`src/rtl/mcu_pkg.sv`:
```
package mcu_pkg;
  typedef enum logic [1:0] {
    PH_IDLE   = 2'd0,
    PH_GATHER = 2'd1,
    PH_RESULT = 2'd2,
    PH_WRITE  = 2'd3
  } phase_e;
endpackage

```
`src/rtl/mcu_src_slot.sv`:
```
module mcu_src_slot #(
  parameter int DATA_W = 16
) (
  input  logic              clk_i,
  input  logic              rst_ni,
  input  logic              load_i,
  input  logic              skip_i,
  input  logic [DATA_W-1:0] preset_i,
  input  logic              gnt_i,
  input  logic [DATA_W-1:0] data_i,
  output logic              req_o,
  output logic              have_o,
  output logic [DATA_W-1:0] val_o
);
  logic              pend_q;
  logic [DATA_W-1:0] val_q;
  logic              take;

  assign take = pend_q & gnt_i;

  always_ff @(posedge clk_i or negedge rst_ni) begin
    if (!rst_ni) begin
      pend_q <= 1'b0;
      val_q  <= '0;
    end else if (load_i) begin
      pend_q <= ~skip_i;
      val_q  <= preset_i;
    end else if (take) begin
      pend_q <= 1'b0;
      val_q  <= data_i;
    end
  end

  assign req_o  = pend_q;
  assign have_o = ~pend_q | gnt_i;
  // bypass so the ALU can start in the grant cycle
  assign val_o  = take ? data_i : val_q;

  AST_RD_HOLD: assert property (@(posedge clk_i) disable iff (!rst_ni)
    req_o && !gnt_i |=> req_o);
  AST_RD_ONCE: assert property (@(posedge clk_i) disable iff (!rst_ni)
    req_o && gnt_i |=> !req_o);
  AST_RD_STRAY: assert property (@(posedge clk_i) disable iff (!rst_ni)
    !req_o && !load_i |=> $stable(val_o) && !req_o);
endmodule

```
`src/rtl/mcu_dst_slot.sv`:
```
module mcu_dst_slot #(
  parameter int DATA_W = 16
) (
  input  logic              clk_i,
  input  logic              rst_ni,
  input  logic              load_i,
  input  logic              ok_i,
  input  logic [DATA_W-1:0] data_i,
  input  logic              gnt_i,
  output logic              req_o,
  output logic              done_o,
  output logic [DATA_W-1:0] data_o
);
  logic              pend_q;
  logic [DATA_W-1:0] data_q;

  always_ff @(posedge clk_i or negedge rst_ni) begin
    if (!rst_ni) begin
      pend_q <= 1'b0;
      data_q <= '0;
    end else if (load_i) begin
      pend_q <= ok_i;
      data_q <= data_i;
    end else if (pend_q && gnt_i) begin
      pend_q <= 1'b0;
    end
  end

  assign req_o  = pend_q;
  assign done_o = ~pend_q | gnt_i;
  assign data_o = data_q;

  AST_WR_HOLD: assert property (@(posedge clk_i) disable iff (!rst_ni)
    req_o && !gnt_i |=> req_o && $stable(data_o));
  AST_WR_ONCE: assert property (@(posedge clk_i) disable iff (!rst_ni)
    req_o && gnt_i && !load_i |=> !req_o);
endmodule

```
`src/rtl/mcu_ctrl.sv`:
```
module mcu_ctrl
  import mcu_pkg::*;
(
  input  logic   clk_i,
  input  logic   rst_ni,
  input  logic   issue_i,
  input  logic   all_have_i,
  input  logic   alu_ready_i,
  input  logic   res_valid_i,
  input  logic   any_ok_i,
  input  logic   all_done_i,
  output phase_e phase_o,
  output logic   accept_o,
  output logic   alu_valid_o,
  output logic   res_ready_o,
  output logic   capture_o
);
  phase_e phase_q, phase_d;

  assign accept_o    = (phase_q == PH_IDLE) & issue_i;
  assign alu_valid_o = (phase_q == PH_GATHER) & all_have_i;
  assign res_ready_o = (phase_q == PH_RESULT);
  assign capture_o   = res_ready_o & res_valid_i;

  always_comb begin
    phase_d = phase_q;
    unique case (phase_q)
      PH_IDLE:   if (issue_i) phase_d = PH_GATHER;
      PH_GATHER: if (alu_valid_o && alu_ready_i) phase_d = PH_RESULT;
      PH_RESULT: if (res_valid_i) phase_d = any_ok_i ? PH_WRITE : PH_IDLE;
      PH_WRITE:  if (all_done_i) phase_d = PH_IDLE;
      default:   phase_d = PH_IDLE;
    endcase
  end

  always_ff @(posedge clk_i or negedge rst_ni) begin
    if (!rst_ni) phase_q <= PH_IDLE;
    else         phase_q <= phase_d;
  end

  assign phase_o = phase_q;

  AST_ISSUE_BUSY: assert property (@(posedge clk_i) disable iff (!rst_ni)
    accept_o |=> phase_o != PH_IDLE);
  AST_VALID_HOLD: assert property (@(posedge clk_i) disable iff (!rst_ni)
    alu_valid_o && !alu_ready_i |=> alu_valid_o);
  AST_LAUNCH_ONCE: assert property (@(posedge clk_i) disable iff (!rst_ni)
    alu_valid_o && alu_ready_i |=> !alu_valid_o && res_ready_o);
  AST_RES_ONCE: assert property (@(posedge clk_i) disable iff (!rst_ni)
    capture_o |=> !res_ready_o);
endmodule

```
`src/rtl/mcu_alu_unit.sv`:
```
module mcu_alu_unit
  import mcu_pkg::*;
#(
  parameter int DATA_W = 16,
  parameter int OP_W   = 8,
  parameter int N_SRC  = 2,
  parameter int N_DST  = 2
) (
  input  logic                    clk_i,
  input  logic                    rst_ni,
  input  logic                    issue_i,
  input  logic [OP_W-1:0]         op_i,
  input  logic                    zero_a_i,
  input  logic                    imm_ok_i,
  input  logic [DATA_W-1:0]       imm_i,
  input  logic [N_SRC-1:0]        rd_skip_i,
  output logic                    busy_o,
  output logic [N_SRC-1:0]        rd_req_o,
  input  logic [N_SRC-1:0]        rd_gnt_i,
  input  logic [N_SRC*DATA_W-1:0] rd_data_i,
  output logic                    alu_valid_o,
  input  logic                    alu_ready_i,
  output logic [OP_W-1:0]         alu_op_o,
  output logic [N_SRC*DATA_W-1:0] alu_src_o,
  input  logic                    alu_res_valid_i,
  output logic                    alu_res_ready_o,
  input  logic [N_DST*DATA_W-1:0] alu_res_i,
  input  logic [N_DST-1:0]        alu_res_ok_i,
  output logic [N_DST-1:0]        wr_req_o,
  input  logic [N_DST-1:0]        wr_gnt_i,
  output logic [N_DST*DATA_W-1:0] wr_data_o
);
  localparam int ZERO_SRC = 0;
  localparam int IMM_SRC  = 1;

  phase_e          phase;
  logic            accept;
  logic            capture;
  logic [N_SRC-1:0] have;
  logic [N_DST-1:0] done;
  logic [OP_W-1:0]  op_q;

  for (genvar g = 0; g < N_SRC; g++) begin : g_src
    logic              skip_w;
    logic [DATA_W-1:0] preset_w;
    if (g == ZERO_SRC) begin : g_zero
      assign skip_w   = rd_skip_i[g] | zero_a_i;
      assign preset_w = '0;
    end else if (g == IMM_SRC) begin : g_imm
      assign skip_w   = rd_skip_i[g] | imm_ok_i;
      assign preset_w = imm_ok_i ? imm_i : '0;
    end else begin : g_plain
      assign skip_w   = rd_skip_i[g];
      assign preset_w = '0;
    end
    mcu_src_slot #(.DATA_W(DATA_W)) u_slot (
      .clk_i   (clk_i),
      .rst_ni  (rst_ni),
      .load_i  (accept),
      .skip_i  (skip_w),
      .preset_i(preset_w),
      .gnt_i   (rd_gnt_i[g]),
      .data_i  (rd_data_i[g*DATA_W +: DATA_W]),
      .req_o   (rd_req_o[g]),
      .have_o  (have[g]),
      .val_o   (alu_src_o[g*DATA_W +: DATA_W])
    );
  end

  for (genvar g = 0; g < N_DST; g++) begin : g_dst
    mcu_dst_slot #(.DATA_W(DATA_W)) u_slot (
      .clk_i (clk_i),
      .rst_ni(rst_ni),
      .load_i(capture),
      .ok_i  (alu_res_ok_i[g]),
      .data_i(alu_res_i[g*DATA_W +: DATA_W]),
      .gnt_i (wr_gnt_i[g]),
      .req_o (wr_req_o[g]),
      .done_o(done[g]),
      .data_o(wr_data_o[g*DATA_W +: DATA_W])
    );
  end

  mcu_ctrl u_ctrl (
    .clk_i      (clk_i),
    .rst_ni     (rst_ni),
    .issue_i    (issue_i),
    .all_have_i (&have),
    .alu_ready_i(alu_ready_i),
    .res_valid_i(alu_res_valid_i),
    .any_ok_i   (|alu_res_ok_i),
    .all_done_i (&done),
    .phase_o    (phase),
    .accept_o   (accept),
    .alu_valid_o(alu_valid_o),
    .res_ready_o(alu_res_ready_o),
    .capture_o  (capture)
  );

  always_ff @(posedge clk_i or negedge rst_ni) begin
    if (!rst_ni)     op_q <= '0;
    else if (accept) op_q <= op_i;
  end

  assign alu_op_o = op_q;
  assign busy_o   = (phase != PH_IDLE);

  AST_REQ_NEEDS_BUSY: assert property (@(posedge clk_i) disable iff (!rst_ni)
    (|rd_req_o) || (|wr_req_o) |-> busy_o);
  AST_NO_RD_AFTER_LAUNCH: assert property (@(posedge clk_i) disable iff (!rst_ni)
    alu_res_ready_o |-> rd_req_o == '0);
  AST_OP_STABLE: assert property (@(posedge clk_i) disable iff (!rst_ni)
    busy_o && $past(busy_o) |-> $stable(alu_op_o));
endmodule

```
`config.mk`:
```
export PLATFORM = sky130hd
export DESIGN_NAME = mcu_alu_unit
export DESIGN_NICKNAME = d
export VERILOG_FILES = /design/src/rtl/mcu_pkg.sv /design/src/rtl/mcu_src_slot.sv /design/src/rtl/mcu_dst_slot.sv /design/src/rtl/mcu_ctrl.sv /design/src/rtl/mcu_alu_unit.sv
export SDC_FILE = /design/constraint.sdc
export NUM_CORES = 1
export LEC_CHECK = 0
export ABC_AREA = 1
export BUFFER_PORTS_ARGS = -buffer_cell sky130_fd_sc_hd__buf_2
export CAP_MARGIN = 20
export CORE_ASPECT_RATIO = 0.9
export CORE_MARGIN = 5
export CORE_UTILIZATION = 46
export CTS_CLUSTER_DIAMETER = 80
export DETAILED_ROUTE_END_ITERATION = 8
export GPL_ROUTABILITY_DRIVEN = 0
export PLACE_DENSITY = 0.84
export SLEW_MARGIN = 20
export SYNTH_ARGS = -nofsm -noshare
export SYNTH_HDL_FRONTEND = slang
export SYNTH_SLANG_ARGS = --single-unit
```
`constraint.sdc`:
```
create_clock -name clk_i -period 1.3 [get_ports clk_i]
set_input_delay 0.26 -clock clk_i [delete_from_list [all_inputs] [get_ports clk_i]]
set_output_delay 0.26 -clock clk_i [all_outputs]
set_load 0.01 [all_outputs]
```
==> run summary <==
Commonest cells post-synth = nand2_1 (184), dfrtp_1 (78), nand3_1 (66), inv_1 (42), nor2_1 (22)
Post-layout util = 75.51%
Slew HR = 72.61%
Rows = 30
Hold Vio Cnt, Final = 0
R2R Path End = g_dst[0].u_slot.data_o[15]
Post-synthesis sequential area ratio = 54.55%
Clock slew at reported path FFs = 0.07 ns
DRT antenna net count = 0
Fin. max-slew vios = 0
Max-cap violations = 0
DP HPWL = 6944 um
Worst setup path end = alu_src_o[6]
Hold WC Path Type = in -> reg
DR WL met2 = 6018 um
Ys flop type = dfrtp_1
R2R Setup Slk = 0 ns
Die ar. = 9646 um2
Layout cell share with drive strength beyond 1 = 53.57%
Endpoints failing setup = 38
Vias in the first global route = 3598
First-pass GRT wire length = 15870 um
Slowest library cell on the worst path = dfrtp_1
Clock buffer count from CTS = 9
Setup tns final = -8.714 ns
Worst-path cell chain = nand2_4 > clkbuf_16 > nand2_1 > o21ai_2 > buf_2
CP endpoint kind = primary output
Iter 0 DRT Violations = 168
Met3 wire length = 848 um
Synth area leader = dfrtp_1
Gr usage total = 20.58%
Avg Cell Area, Syn = 7.865 um2
Main area contributors after synthesis = dfrtp_1 (55%), nand2_1 (19%), nand3_1 (9.2%)
Number of synthesized register bits = 78
Critical Path Start Type = register
ANT cells = 0
Leakage = 3.185 nW
Period utilization = 121.9%
CTS tree = done
PortBufs = 181
Mapped cell area = 3578 um2
Ys Warns = 0
Worst vdd ir = 0.001223 V
Area Overhead vs Synth = 59.20%
Violated checks = setup timing
Gate Count Post-Synth = 455
Most frequent cell after synthesis = nand2_1
Synth Net Count = 558
Die span in y = 93.68 um
Synth async-reset ratio = 100.0%
WS Path Type = reg -> out
WL met1 = 4409 um
Final Cell Area = 5697 um2
Final Skew = 0.01106 ns
Top Ports = 182
Starting density of the core = 47.43%
CTS root buffer = clkbuf_8
Tmin final = 1.584 ns
CTS Sinks = 78
RSZ-0062 raised after global routing = yes
Via Count = 3819
Chip width = 103.0 um
Routed wire length per instance = 15.36 um
Nets = 757
Post-synth EDFFs = 0
Reg2reg start = u_ctrl.phase_o[1]
Req. time, crit path = 1.04 ns
GRT Residual Overflow = 0
Slowest stage delay, CP = 0.41 ns
Placed inst area = 4591 um2
Reg2Reg Depth = 7
Critical Path Fanout Max = 8
Detailed-route DRC error count = 0
Pre-antenna DRT Iters = 7
Count of different cell masters after synthesis = 18
Least-Margin Pin Slew = 0.4109 ns
CP Launch Point = g_src[0].u_slot.req_o
Status = complete, but fails checks
Top sig layer = met4
Worst skew pair latency = 0.33 ns
Yosys top cell area share = 54.55%
Largest net degree at the start of global routing = 79
Initial antenna violation count = 0
Core Area = 7545 um2
Drt via density = 5.058
Clk buf depth = 2
Setup WS post-layout = -0.2843 ns
Power Density = 2041 nW/um2
Htree depth = 3
Final wirelength = 11600 um
FILL cells = 527
Maximum clock frequency = 631.2 MHz
Worst hold slack = 0.1426 ns
Crit path DAT = 1.32 ns
==> final cells by class <==
cell class	instances	area [um2]	share of cell area, %
clock buffers	13	168.9	2.965
clock inverters	3	17.52	0.3075
flip-flops and latches	78	1954	34.31
inverters	45	171.4	3.009
repair buffers	217	1503	26.38
multi-input cells	303	1762	30.92
well taps	96	120.1	2.108
==> critical path, delay by kind of cell (launching register included) <==
kind	cells	cell delay (ns)
compound gates	1	0.06
buf+inv	2	0.33
simple gates	2	0.20
flops	1	0.41
==> through the flow <==
| step | power (mW) | worst slack (ns) | std cells |
|---|---|---|---|
| after floorplan | 6.367 | 0.1059 | 455 |
| after global placement | 7.974 | 0.06777 | 716 |
| after detailed placement | 8.132 | 0.007733 | 716 |
| after CTS | 10.41 | -0.2786 | 742 |
| after global routing | 12.40 | -0.3437 | 755 |
| final | 11.63 | -0.2843 | 755 |
==> logic make-up (layout without fill, tap and decap cells) <==
| group | count (synthesis) | after routing | synth area share, % |
|---|---|---|---|
| compound gates | 25 | 25 | 3.637 |
| buf+inv | 75 | 278 | 9.580 |
| flops | 78 | 78 | 54.55 |
| simple gates | 277 | 278 | 32.24 |
==> timing repair <==
action	in CTS	in global routing
pin swaps	12	29
setup buffers	6	8
gates cloned	3	5
hold buffers	1	0
resized for setup	77	112
hold endpoints to repair	78	0
endpoints found under the setup margin	36	76
==> registers in the layout, summed over array words and instances (netlist names) <==
signal,cells
g_src.u_slot.req_o,2
alu_op_o,8
g_dst.u_slot.req_o,2
g_src.u_slot.val_q,32
u_ctrl.phase_o,2
g_dst.u_slot.data_o,32
==> layout by cell type, fill, tap and decap left out <==
| master | n |
|---|---|
| a21oi_1 | 3 |
| a21oi_2 | 1 |
| buf_12 | 6 |
| buf_16 | 1 |
| buf_2 | 157 |
| buf_4 | 18 |
| buf_6 | 31 |
| clkbuf_1 | 1 |
| clkbuf_16 | 3 |
| clkbuf_8 | 12 |
| clkinv_2 | 2 |
| clkinvlp_4 | 1 |
| dfrtp_1 | 76 |
| dfrtp_2 | 2 |
| dlygate4sd3_1 | 1 |
| inv_1 | 42 |
| inv_2 | 2 |
| inv_4 | 1 |
| nand2_1 | 109 |
| nand2_2 | 66 |
| nand2_4 | 11 |
| nand2_8 | 2 |
| nand3_1 | 50 |
| nand3_2 | 15 |
| nand3_4 | 1 |
| nor2_1 | 19 |
| nor2_2 | 2 |
| nor2_4 | 2 |
| nor2_8 | 1 |
| o211ai_1 | 1 |
| o21ai_0 | 3 |
| o21ai_2 | 11 |
| o21ai_4 | 5 |
| o21bai_1 | 1 |
==> how the worst min path moves through the flow <==
stage / endpoint / slack [ns] / cells after the start / start
CTS: alu_op_o[1] / 0.13 / 3 / op_i[1]
global placement: g_dst[1].u_slot.data_o[6] / 0.31 / 2 / rst_ni
finish: alu_op_o[1] / 0.14 / 3 / op_i[1]
global route: alu_op_o[1] / 0.13 / 3 / op_i[1]
detailed placement: g_dst[1].u_slot.data_o[4] / 0.32 / 2 / rst_ni
floorplan: alu_op_o[0] / -0.04 / 0 / rst_ni
==> where the power goes <==
group          leakage, nW  total, mW  internal, mW  switching [mW]
Combinational         2.08       5.89          2.77            3.12
Sequential            1.01       4.05          3.42           0.628
Clock               0.0954       1.69         0.847           0.847
Total                 3.19       11.6          7.04            4.59
==> layer usage <==
layer / GRT usage, % / vias to the layer above
li1: - / 1797
met4: 6.580 / 0
met2: 35.52 / 161
met5: 0 / -
met3: 5.419 / 32
met1: 24.88 / 1829
Power figures use the tool's default switching activity.
